## config.mk

```make
export PLATFORM = sky130hd
export DESIGN_NAME = zcb_unit
export DESIGN_NICKNAME = d
export VERILOG_FILES = /design/src/rtl/zcb_pkg.sv /design/src/rtl/zcb_decode.sv /design/src/rtl/zcb_resolve.sv /design/src/rtl/zcb_unit.sv
export SDC_FILE = /design/constraint.sdc
export NUM_CORES = 1
export LEC_CHECK = 0
export ABC_AREA = 1
export BUFFER_PORTS_ARGS = -buffer_cell sky130_fd_sc_hd__buf_2
export CAP_MARGIN = 30
export CORE_MARGIN = 8
export CORE_UTILIZATION = 47
export DETAILED_ROUTE_END_ITERATION = 8
export HOLD_SLACK_MARGIN = 0.08
export PLACE_DENSITY = 0.82
export SLEW_MARGIN = 40
export SYNTH_ARGS = -nofsm -noshare
export SYNTH_HDL_FRONTEND = slang
export SYNTH_SLANG_ARGS = --single-unit
export TNS_END_PERCENT = 10
```

## constraint.sdc

```tcl
create_clock -name clk -period 2.7 [get_ports clk]
set_clock_uncertainty 0.2 [all_clocks]
set_input_delay 0.405 -clock clk [delete_from_list [all_inputs] [get_ports clk]]
set_output_delay 0.405 -clock clk [all_outputs]
set_load 0.05 [all_outputs]
```

## src/rtl/zcb_pkg.sv

```systemverilog
package zcb_pkg;
  localparam int XLEN     = 32;
  localparam int OFF_W    = 16;
  localparam int OP_W     = 6;
  localparam int REG_W    = 5;
  localparam int NUM_COND = 6;
  localparam int COND_W   = $clog2(NUM_COND + 1);

  typedef enum logic [COND_W-1:0] {
    CND_NONE = 3'd0,
    CND_LEZ  = 3'd1,
    CND_GEZ  = 3'd2,
    CND_GTZ  = 3'd3,
    CND_LTZ  = 3'd4,
    CND_EQZ  = 3'd5,
    CND_NEZ  = 3'd6
  } cond_e;

  // Primary opcode that carries condition slot i (slot i encodes cond i+1)
  function automatic logic [OP_W-1:0] slot_opcode(input int i);
    case (i)
      0, 1:    return 6'b110000;
      2, 3:    return 6'b111000;
      4:       return 6'b011101;
      default: return 6'b011111;
    endcase
  endfunction

  // Slot is selected by the second register field mirroring the first
  function automatic logic slot_mirrors(input int i);
    return (i == 1) || (i == 3);
  endfunction

  function automatic logic [XLEN-1:0] seq_addr(input logic [XLEN-1:0] pc);
    return pc + XLEN'(4);
  endfunction

  function automatic logic [XLEN-1:0] branch_target(input logic [XLEN-1:0] pc,
                                                     input logic [OFF_W-1:0] off);
    logic [XLEN-1:0] disp;
    disp = {{(XLEN-OFF_W-1){off[OFF_W-1]}}, off, 1'b0};
    return seq_addr(pc) + disp;
  endfunction

  function automatic logic zero_test(input cond_e c, input logic [XLEN-1:0] v);
    logic neg, zero;
    neg  = v[XLEN-1];
    zero = (v == '0);
    case (c)
      CND_LEZ: return neg | zero;
      CND_GEZ: return !neg;
      CND_GTZ: return !neg && !zero;
      CND_LTZ: return neg;
      CND_EQZ: return zero;
      CND_NEZ: return !zero;
      default: return 1'b0;
    endcase
  endfunction
endpackage

```

## src/rtl/zcb_decode.sv

```systemverilog
module zcb_decode
  import zcb_pkg::*;
(
  input  logic [OP_W-1:0]     opcode,
  input  logic [REG_W-1:0]    ra_f,
  input  logic [REG_W-1:0]    rb_f,
  output logic [NUM_COND-1:0] hit,
  output cond_e               cond,
  output logic                match
);
  logic ra_nz;
  assign ra_nz = (ra_f != '0);

  for (genvar g = 0; g < NUM_COND; g++) begin : g_slot
    logic rb_ok;
    if (slot_mirrors(g)) begin : g_mirror
      assign rb_ok = (rb_f == ra_f);
    end else begin : g_zero
      assign rb_ok = (rb_f == '0);
    end
    assign hit[g] = (opcode == slot_opcode(g)) && ra_nz && rb_ok;
  end

  always_comb begin
    cond = CND_NONE;
    for (int i = 0; i < NUM_COND; i++) begin
      if (hit[i]) cond = cond_e'(COND_W'(i + 1));
    end
  end

  assign match = |hit;
endmodule

```

## src/rtl/zcb_resolve.sv

```systemverilog
module zcb_resolve
  import zcb_pkg::*;
(
  input  cond_e             cond,
  input  logic [XLEN-1:0]   rt_val,
  input  logic [XLEN-1:0]   pc,
  input  logic [OFF_W-1:0]  offset,
  output logic              cond_true,
  output logic [XLEN-1:0]   link_data,
  output logic [XLEN-1:0]   target
);
  assign cond_true = zero_test(cond, rt_val);
  assign link_data = seq_addr(pc);
  assign target    = branch_target(pc, offset);
endmodule

```

## src/rtl/zcb_unit.sv

```systemverilog
module zcb_unit
  import zcb_pkg::*;
#(
  parameter bit REG_OUT  = 1'b1,
  parameter int LINK_REG = 31
) (
  input  logic                clk,
  input  logic                rst_n,
  input  logic                in_valid,
  input  logic [XLEN-1:0]     instr,
  input  logic [XLEN-1:0]     pc,
  input  logic [XLEN-1:0]     rt_val,
  output logic                out_valid,
  output logic                match,
  output logic [COND_W-1:0]   cond,
  output logic                link_we,
  output logic [REG_W-1:0]    link_idx,
  output logic [XLEN-1:0]     link_data,
  output logic                taken,
  output logic                flush,
  output logic [XLEN-1:0]     target
);
  localparam int OP_LSB = XLEN - OP_W;
  localparam int RA_LSB = OP_LSB - REG_W;
  localparam int RB_LSB = RA_LSB - REG_W;
  localparam logic [REG_W-1:0] LINK_IDX = REG_W'(LINK_REG);

  // Named internal events
  logic [NUM_COND-1:0] dec_hit;
  cond_e               dec_cond;
  logic                dec_match;
  logic                res_true;
  logic [XLEN-1:0]     res_link;
  logic [XLEN-1:0]     res_target;
  logic                take_c;

  zcb_decode u_decode (
    .opcode (instr[XLEN-1:OP_LSB]),
    .ra_f   (instr[OP_LSB-1:RA_LSB]),
    .rb_f   (instr[RA_LSB-1:RB_LSB]),
    .hit    (dec_hit),
    .cond   (dec_cond),
    .match  (dec_match)
  );

  zcb_resolve u_resolve (
    .cond      (dec_cond),
    .rt_val    (rt_val),
    .pc        (pc),
    .offset    (instr[OFF_W-1:0]),
    .cond_true (res_true),
    .link_data (res_link),
    .target    (res_target)
  );

  assign take_c = dec_match && res_true;

  logic                v_q, m_q, t_q, f_q;
  logic [COND_W-1:0]   c_q;
  logic [XLEN-1:0]     l_q, a_q;

  if (REG_OUT) begin : g_reg
    always_ff @(posedge clk) begin
      if (!rst_n) begin
        v_q <= 1'b0;
        m_q <= 1'b0;
        t_q <= 1'b0;
        f_q <= 1'b0;
        c_q <= CND_NONE;
        l_q <= '0;
        a_q <= '0;
      end else begin
        v_q <= in_valid;
        if (in_valid) begin
          m_q <= dec_match;
          t_q <= take_c;
          f_q <= take_c;
          c_q <= dec_cond;
          l_q <= res_link;
          a_q <= res_target;
        end else begin
          m_q <= 1'b0;
          t_q <= 1'b0;
          f_q <= 1'b0;
          c_q <= CND_NONE;
        end
      end
    end

    assert_valid_follows_R7: assert property (@(posedge clk) disable iff (!rst_n)
      in_valid |=> out_valid);
    assert_valid_one_shot_R7: assert property (@(posedge clk) disable iff (!rst_n)
      !in_valid |=> !out_valid);
  end else begin : g_comb
    always_comb begin
      v_q = in_valid;
      m_q = in_valid && dec_match;
      t_q = in_valid && take_c;
      f_q = in_valid && take_c;
      c_q = in_valid ? dec_cond : CND_NONE;
      l_q = res_link;
      a_q = res_target;
    end
  end

  assign out_valid = v_q;
  assign match     = m_q;
  assign cond      = c_q;
  assign link_we   = m_q;
  assign link_idx  = m_q ? LINK_IDX : '0;
  assign link_data = l_q;
  assign taken     = t_q;
  assign flush     = f_q;
  assign target    = a_q;

  // At most one decode pattern fires for any word
  assert_one_pattern_R1: assert property (@(posedge clk) disable iff (!rst_n)
    $onehot0(dec_hit));
  // Decoded condition code and match flag agree
  assert_cond_tracks_match_R2: assert property (@(posedge clk) disable iff (!rst_n)
    (match == (cond != CND_NONE)));
  // Link request always goes to the link register
  assert_link_on_match_R3: assert property (@(posedge clk) disable iff (!rst_n)
    match |-> (link_we && link_idx == LINK_IDX));
  // A taken branch needs a decoded instruction
  assert_taken_needs_match_R6: assert property (@(posedge clk) disable iff (!rst_n)
    taken |-> match);
  // Quiet outputs when no result is presented
  assert_idle_quiet_R7: assert property (@(posedge clk) disable iff (!rst_n)
    !out_valid |-> !(match || taken || flush || link_we));
endmodule

```

; Word level (Yosys, flattened, before mapping)
; Index checks and enable logic that the tools add are counted.
[word_totals]
regBits = 70
inputBits = 99
out_inout_bits = 77
word_cells = 47
[classes]
add_sub_neg = 2
eq_ne = 11
n_mux = 8
bitwise_logic = 1
n_reduce_logical = 19
[ops]
columns = op, count
row1 = "32-bit by 3-bit adder with 32-bit output, second input constant", 1
row2 = 32-bit adder, 1
row3 = 32-bit zero test, 1
row4 = "6-bit by 5-bit == test with 1-bit output, second input constant", 2
row5 = "6-bit == test, second input constant", 2
row6 = 1-bit logical AND, 12
row7 = "3-bit == test, second input constant", 3
row8 = 3-bit 2-to-1 mux, 3
row9 = "3-bit by 2-bit == test with 1-bit output, second input constant", 2
row10 = 1-bit case mux with 6 select lines, 1
row11 = 6-bit OR reduction, 1
row12 = 5-bit == test, 1
row13 = 5-bit zero test, 1
row14 = 5-bit 2-to-1 mux, 1
row15 = 5-bit nonzero test, 1
row16 = 2-bit 2-to-1 mux, 2
row17 = "3-bit by 1-bit == test with 1-bit output, second input constant", 1
row18 = 1-bit zero test, 2
row19 = 2-bit AND reduction, 1
row20 = 1-bit 2-to-1 mux, 1
row21 = 1-bit bitwise OR, 1

; Longest topological paths before layout
; Gate-level depths: netlist of the first run.
[logic_depth]
word_depth = 12
ltp_mapped = 22
mapped_depth_nobuf = 22

; By module
; Synthesis of the first run repeated with hierarchy kept, for this count alone.
[unflattened]
hier_cells = 1077
area_unflattened_um2 = 6144.6
[modules_own_cells]
columns = mod, instances, cells_each, area_each_um2, seq_area_each_um2
row1 = zcb_resolve, 1, 585, 2991.6, 0.0
row2 = zcb_unit, 1, 430, 2836.5, 1401.3
row3 = zcb_decode, 1, 62, 316.6, 0.0

; Least setup slack after synthesis of the first run
; No wires, ideal clock.
[synth_path]
kind = input to register
start = in pc[2]
end = reg a_q[31], in the netlist target[31]
arrival_time_ns = 2.542
required_time_ns = 2.391
path_slack_ns = -0.150
cell_stages = 20
path_cell_list = ha_1 > inv_1 > nor2_1 > nand2_1 > nor2_4 > nand2_2 > inv_2 > nand3_1 > xor2_1 > inv_1 > ha_1 > a21oi_1 > o21a_1 > nand2_1 > a21oi_1 > nand2_1 > nand2_1 > nand3_1 > nand2_1 > inv_1
[synth_via]
elab_chain_len = 2
[synth_lines]
columns = item, line
row1 = from (decl), zcb_unit.sv:11  ; input logic [XLEN-1:0] pc,
row2 = 32-bit by 3-bit adder with 32-bit output, --
row3 = named net res_link[22], zcb_unit.sv:33  ; logic [XLEN-1:0] res_link;
row4 = 32-bit adder, zcb_pkg.sv:42  ; return seq_addr(pc) + disp;
row5 = to (signal assigned), zcb_unit.sv:80  ; a_q <= res_target;
row6 = to (decl), zcb_unit.sv:60  ; logic [XLEN-1:0] l_q, a_q;
; The timed path passes the listed nets, and every way through them passes these cells.
; A chain may end at the register's enable or synchronous reset.

; Worst setup path in the final report of the first run
[layout_path]
start = in pc[17]
end = reg a_q[30], in the netlist target[30]
; The elaborated chain is that of the path after synthesis.

==> flow_metrics.py, run 1 <==
metrics = {
    "synth": {
        "muxShareOfSynthArea_pct": 0,
        "synth_fp_nets": 1069,
        "synthTopCellsByCount": "229 x nand2_1, 153 x nor2_1, 128 x inv_1, 72 x o21ai_0, 69 x dfxtp_1",
        "ys_ff_latch": 69,
        "synth-xor-area-share_pct": 5.29,
        "yosysMostFrequentCell": "nand2_1",
        "ys.flop_type": "dfxtp_1",
        "netlist.area_leader.share_pct": 24.7,
        "netlist-cell-type-count": 41,
        "yosysTopAreaCell": "dfxtp_1",
        "netlist_area_um2": 5600,
        "synthSimpleGateAreaFrac_pct": 37.5,
        "syn_inst": 938,
        "synth_compound_area_share_pct": 14.0,
        "synth_top_family_by_area": "simple AND/OR/NAND/NOR gates",
        "synthTopCellsByArea": "dfxtp_1 25%, nand2_1 15%, nor2_1 10%",
        "yosysWarnings": 0,
        "synthAdderAreaFrac_pct": 7.28,
        "synth_edf_count": 0,
        "ys_seq_area_share_pct": 24.7,
        "syn_avg_cell_area_um2": 5.97,
        "async_flop_share_pct": 0,
    },
    "detailed_routing": {
        "drt-total-wl_mm": 22.6,
        "drt-wirelength-per-cell_um": 16.0,
        "drt-initial-drc-count": 596,
        "drtPass1Iterations": 5,
        "vias_per_cell": 5.29,
        "antenna_left": 0,
        "drc": 0,
        "vias": 7479,
    },
    "global_routing": {
        "grt_first_pass_wirelength_mm": 33.9,
        "grt_max_degree": 69,
        "grt_pass1_vias": 7232,
        "grt-ovfl-total": 0,
        "grt_antenna_before_repair": 0,
        "grt_use_total_pct": 26.3,
    },
    "timing": {
        "setup_ws_ns": -0.198,
        "setup-tns-final_ns": -1.45,
        "hold_viol_final": 0,
        "slew_viol_final": 0,
        "rsz0062_at_grt": "true",
        "period_needed_ns": 2.90,
        "timing.slew.headroom_pct": 55.2,
        "tightest_slew_ns": 0.672,
        "final-setup-viol-count": 14,
        "fmax_mhz": 345,
        "post-route-period-util_pct": 107,
    },
    "setup_path": {
        "path_depth": 18,
        "reg2regPathDepth": 4,
        "cp_cell_sequence": "buf_2 > nand2_1 > nor2_2 > nand2_2 > nor3_4 > nand2_1 > xor2_2 > ha_4 > a21oi_1 > o21ai_1 > a21oi_1 > nand2_1 > nor2_1 > nand2_1 > nand2_1 > nand3_1 > nand2_1 > inv_1",
        "start_kind": "primary input",
        "crit_buf_inv": 2,
        "crit_type": "in2reg",
        "end_kind": "flip-flop",
        "cp_slowest_stage_delay_ns": 0.26,
        "cp.arrival_ns": 2.95,
        "crit_family": "simple AND/OR/NAND/NOR gates",
        "critical_path.max_fanout": 4,
        "crit_required_ns": 2.75,
        "cp_slowest_cell": "ha_4",
        "cpMostUsedCell": "nand2_1",
    },
    "floorplanning": {
        "coreArea_um2": 11800,
        "die_h_um": 125,
        "pin_count": 176,
        "die-width_um": 125,
        "die_area_um2": 15700,
        "initial_core_util_pct": 47.4,
        "placement_rows": 40,
    },
    "cells_and_area": {
        "nets": 1392,
        "syn_to_final_growth_pct": 57.8,
        "diodes": 0,
        "drive_gt1_share_pct": 39.5,
        "finalNonFillerCells": 1413,
    },
    "power_and_ir_drop": {
        "ir_drop_uv": 307,
        "finalPower_w": 0.00411,
        "power_density_nw_per_um2": 465,
        "leakage_nw": 4.76,
    },
    "job": {
        "maxCapViolations": 0,
    },
    "cts": {
        "cts_sinks": 69,
        "cts_made_buffers": 9,
        "cts_max_path_buffers": 2,
        "htreeDepth": 3,
        "root_buffer": "clkbuf_16",
        "clk_pin_slew_ns": 0.06,
        "cts_tree": "done",
        "worstSkewPairLatency_ns": 0.35,
    },
    "min_path": {
        "worstHoldPathCells": 3,
        "min_path_type": "in2reg",
    },
    "placement": {
        "dp.final_hpwl_mm": 16.0,
        "portBuffers": 175,
        "dp.cells": 1386,
        "place_congestion": 0.967,
    },
    "outcome": {
        "outcome": "complete, but fails checks",
        "failed_checks": "setup timing",
    },
}
==> worst min-delay path: cells and delay by family <==
kind | cells | cell delay, ns
and+or+nand+nor | 2 | 0.15
buffers and inverters | 1 | 0.10
==> sequential cells by signal, summed over array words and instances (netlist names) <==
register   flops
cond           3
flush          1
link_data     32
link_we        1
out_valid      1
target        31
==> final timing paths <==
| path | startpoint | to | slack, ns |
|---|---|---|---|
| setup / recovery | pc[17] | target[30]$_SDFFE_PN0P_ | -0.20 |
| setup reg to reg | link_data[11]$_SDFFE_PN0P_ | link_data[11]$_SDFFE_PN0P_ | 1.66 |
| hold / removal | pc[1] | link_data[1]$_SDFFE_PN0P_ | 0.13 |
| hold reg to reg | link_data[31]$_SDFFE_PN0P_ | link_data[31]$_SDFFE_PN0P_ | 0.30 |
==> placed cells by master (no fill, tap or decap), types with 3 or more instances in the layout <==
cell type | Yosys | routed
nor2_1 | 153 | 129
nand3_2 | 1 | 6
ha_2 | 0 | 3
nor3_4 | 1 | 3
o211ai_1 | 3 | 3
xor2_2 | 1 | 10
nor2_4 | 4 | 16
ha_1 | 31 | 14
o21ai_1 | 9 | 19
clkbuf_16 | 0 | 9
buf_2 | 0 | 169
nand2_1 | 229 | 207
xnor2_1 | 8 | 8
dfxtp_1 | 69 | 69
o21ai_0 | 72 | 58
and2_1 | 4 | 4
inv_1 | 128 | 121
a21oi_2 | 2 | 16
buf_4 | 8 | 164
ha_4 | 0 | 14
buf_6 | 0 | 3
a31oi_1 | 4 | 4
nor2_2 | 5 | 17
inv_2 | 3 | 9
xor2_1 | 24 | 14
nand4_1 | 12 | 12
nand2_4 | 0 | 5
o21a_1 | 3 | 3
nor3_2 | 0 | 6
a21oi_1 | 52 | 36
nand2_2 | 7 | 23
nand3_1 | 59 | 53
o21ai_2 | 1 | 4
==> power by group <==
part	leakage, nW	internal, W	switching (W)	total, W
Sequential	0.573	0.00110	0.0000411	0.00114
Combinational	4.03	0.000616	0.00103	0.00165
Clock	0.158	0.000831	0.000485	0.00132
==> metrics by stage <==
step                      utilization (%)  setup WS (ns)  hold WS, ns  instance area [µm²]
final                                74.8         -0.198        0.132                 8840
after global routing                 74.8         -0.321        0.144                 8840
after CTS                            71.4        -0.0257        0.128                 8440
after detailed placement             65.9         -0.629        0.277                 7780
after global placement               65.9         -0.533        0.264                 7780
after floorplan                         -        -0.0522        0.299                 5700
==> area by class of cell <==
| class | instances | area, µm² |
|---|---|---|
| multi-input combinational | 709 | 4290 |
| fill | 837 | 2970 |
| timing repair buffer | 340 | 2160 |
| sequential | 69 | 1380 |
| inverter | 132 | 498 |
| clock buffer | 10 | 239 |
| tap | 147 | 184 |
| clock inverter | 6 | 86.3 |
==> cells by family after synthesis <==
logic type      after synthesis
compound gates              149
xor+xnor                     33
fa+ha+maj                    32
buf+inv                     160
flops                        69
simple gates                495
==> layer usage <==
layer	GRT usage, %	vias to the layer above	share of wire, %
met3	5.99	85	7.6
met4	14.2	0	5.4
met2	45.6	381	47
met1	29.6	3396	40
li1	-	3617	-
met5	0	-	0
==> repair_timing <==
| item | in CTS | in global routing |
|---|---|---|
| hold endpoints to repair | 2 | 0 |
| cloned | 0 | 0 |
| hold buffers | 2 | 0 |
| setup buffers | 4 | 5 |
| gates resized for setup | 68 | 88 |
| setup endpoints to repair | 18 | 22 |
| pin swaps | 32 | 45 |
Note: power is estimated with default switching activity, not from simulation.
==> run 2, diff against run 1 <==
CORE_UTILIZATION = 53   (was 47)
CTS_CLUSTER_DIAMETER = 40   (was unset)
PLACE_DENSITY = 0.87   (was 0.82)
clock period = 3 ns   (was 2.7 ns; I/O delays follow)
==> run 2 against run 1 <==
The run now ends clean. Die area down 9.9%. Core utilization up 3.7 points. Cell count down 3.1%. Combinational power down 18%. Flip-flop and latch count unchanged. Global-route usage about the same. Largest cell class unchanged.
==> flow_metrics.py, run 2 (synthesis gave the netlist of run 1 again) <==
metrics = {
    "outcome": {
        "outcome": "complete, no violations",
    },
    "timing": {
        "slew_viol_final": 0,
        "timing.slew.headroom_pct": 63.7,
        "rsz0062_at_grt": "true",
        "tightest_slew_ns": 0.544,
        "final-setup-viol-count": 0,
        "post-route-period-util_pct": 97.4,
        "hold_viol_final": 0,
        "period_needed_ns": 2.92,
        "fmax_mhz": 342,
        "setup_ws_ns": 0.0777,
    },
    "floorplanning": {
        "die_h_um": 119,
        "initial_core_util_pct": 54.5,
        "die-width_um": 119,
        "pin_count": 176,
        "placement_rows": 37,
        "coreArea_um2": 10300,
        "die_area_um2": 14100,
    },
    "global_routing": {
        "busiest_layer": "met2",
        "use_met2_pct": 43.9,
        "grt_max_degree": 49,
        "grt_antenna_before_repair": 0,
        "grt_use_total_pct": 26.4,
        "grt-ovfl-total": 0,
        "grt.met3_usage_pct": 5.05,
        "grt_first_pass_wirelength_mm": 31.1,
        "grt_pass1_vias": 6670,
        "use_met1_pct": 32.6,
    },
    "power_and_ir_drop": {
        "power_density_nw_per_um2": 394,
        "finalPower_w": 0.00318,
        "leakage_nw": 4.47,
        "ir_drop_uv": 295,
    },
    "cts": {
        "cts_sinks": 69,
        "cts_tree": "done",
        "clk_pin_slew_ns": 0.08,
        "htreeDepth": 3,
        "cts_max_path_buffers": 2,
        "worstSkewPairLatency_ns": 0.36,
        "root_buffer": "clkbuf_8",
        "cts_made_buffers": 9,
    },
    "detailed_routing": {
        "vias_per_cell": 5.16,
        "antenna_left": 0,
        "vias": 7064,
        "drc": 0,
        "drtPass1Iterations": 6,
        "drt-wirelength-per-cell_um": 14.6,
        "drt-total-wl_mm": 20.0,
        "drt-initial-drc-count": 522,
    },
    "cells_and_area": {
        "fin_util_pct": 78.6,
        "syn_to_final_growth_pct": 44.1,
        "drive_gt1_share_pct": 34.5,
        "diodes": 0,
        "final_area_um2": 8080,
        "largest_register_ffs": 32,
        "final_cell_mix": "218 x nand2_1, 173 x buf_2, 136 x nor2_1, 134 x buf_4, 126 x inv_1",
        "final_common_cell": "nand2_1",
        "nets": 1359,
        "finalNonFillerCells": 1369,
    },
    "placement": {
        "dp.final_hpwl_mm": 15.6,
        "dp.cells": 1344,
        "portBuffers": 175,
        "place_area_um2": 7440,
        "place_congestion": 0.943,
        "dp_slack_ns": -0.460,
    },
    "min_path": {
        "worstHoldPathCells": 3,
        "hold_start": "pc[0]",
        "min_path_type": "in2reg",
        "whs_endpoint": "link_data[0]$_SDFFE_PN0P_",
    },
    "setup_path": {
        "reg2regPathDepth": 4,
        "r2r_start": "link_data[14]$_SDFFE_PN0P_",
        "timing.rr.end": "link_data[14]$_SDFFE_PN0P_",
        "start_kind": "primary input",
        "cp.arrival_ns": 2.98,
        "critPathLaunch": "pc[3]",
        "cp_slowest_stage_delay_ns": 0.41,
        "crit_required_ns": 3.06,
        "crit_type": "in2reg",
        "end_kind": "flip-flop",
        "r2r_slack_ns": 2.03,
        "cp_slowest_cell": "ha_2",
        "cp_cell_sequence": "buf_2 > nand3_2 > nor2_4 > inv_2 > nor2_4 > buf_4 > nand4_1 > xor2_1 > inv_1 > ha_2 > nand2_1 > nor2_2 > a21oi_1 > buf_4 > buf_4 > nand3_1 > nand3_1 > nand2_1 > inv_1",
        "cpMostUsedCell": "buf_4",
        "critical_path.max_fanout": 4,
    },
    "job": {
        "maxCapViolations": 0,
    },
}
-- run 2: cell count changes in the layout (fill, tap and decap cells not counted), sizes merged --
cell,before,now
buf,338,307
bufinv,2,1
clkbuf,10,9
clkinv,4,6
clkinvlp,1,0
dlygate4sd3,2,0
inv,131,132
-- run 2: layer usage --
| metal | part of all wire (%) | vias up |
|---|---|---|
| met5 | 0 | - |
| met3 | 7.2 | 35 |
| li1 | - | 3547 |
| met4 | 3.0 | 0 |
| met1 | 43 | 3200 |
| met2 | 47 | 282 |
-- run 2: worst max path at each step --
stage / cells past startpoint / to / slack (ns)
6_report: 19 / target[22]$_SDFFE_PN0P_ / 0.08
5_1_grt: 17 / target[22]$_SDFFE_PN0P_ / -0.1
3_3_place_gp: 19 / target[23]$_SDFFE_PN0P_ / -0.41
3_5_place_dp: 19 / target[23]$_SDFFE_PN0P_ / -0.46
2_1_floorplan: 20 / target[31]$_SDFFE_PN0P_ / 0.10
4_1_cts: 20 / target[21]$_SDFFE_PN0P_ / -0.007
-- run 2: final cells by class --
cell class,instances,area [µm²]
Fill cell,812,2200
Tap cell,136,170
Inverter,132,495
Multi-Input combinational cell,709,3960
Clock buffer,9,124
Timing Repair Buffer,307,1870
Sequential cell,69,1380
Clock inverter,7,75.1
-- run 2: repair_timing --
item                                   CTS  global route
endpoints found under the hold margin    0             0
hold buffers                             0             0
setup endpoints to repair                5            19
buffers inserted                         0             9
resized for setup                        5            90
pin swaps                                0            26
-- run 2: metrics by stage --
| stage | TNS (ns) | hold WS (ns) |
|---|---|---|
| after floorplan | 0 | 0.344 |
| after global placement | -5.18 | 0.260 |
| after CTS | -0.00671 | 0.103 |
| final | 0 | 0.114 |
| after global routing | -0.710 | 0.119 |
| after detailed placement | -6.34 | 0.270 |
-- run 2: worst max-delay path: cells and delay by family --
kind,cells,cell delay [ns]
buffers and inverters,7,0.73
and+or+nand+nor,9,1.02
xor gates and xnor gates,1,0.26
adders and majority gates,1,0.41
AOI/OAI and AO/OA,1,0.11
-- run 2: power by group --
part	switching (W)	leakage (nW)	internal, W	total [W]
sequential	0.0000383	0.573	0.000992	0.00103
clock	0.000413	0.104	0.000388	0.000801
combinational	0.000860	3.79	0.000489	0.00135
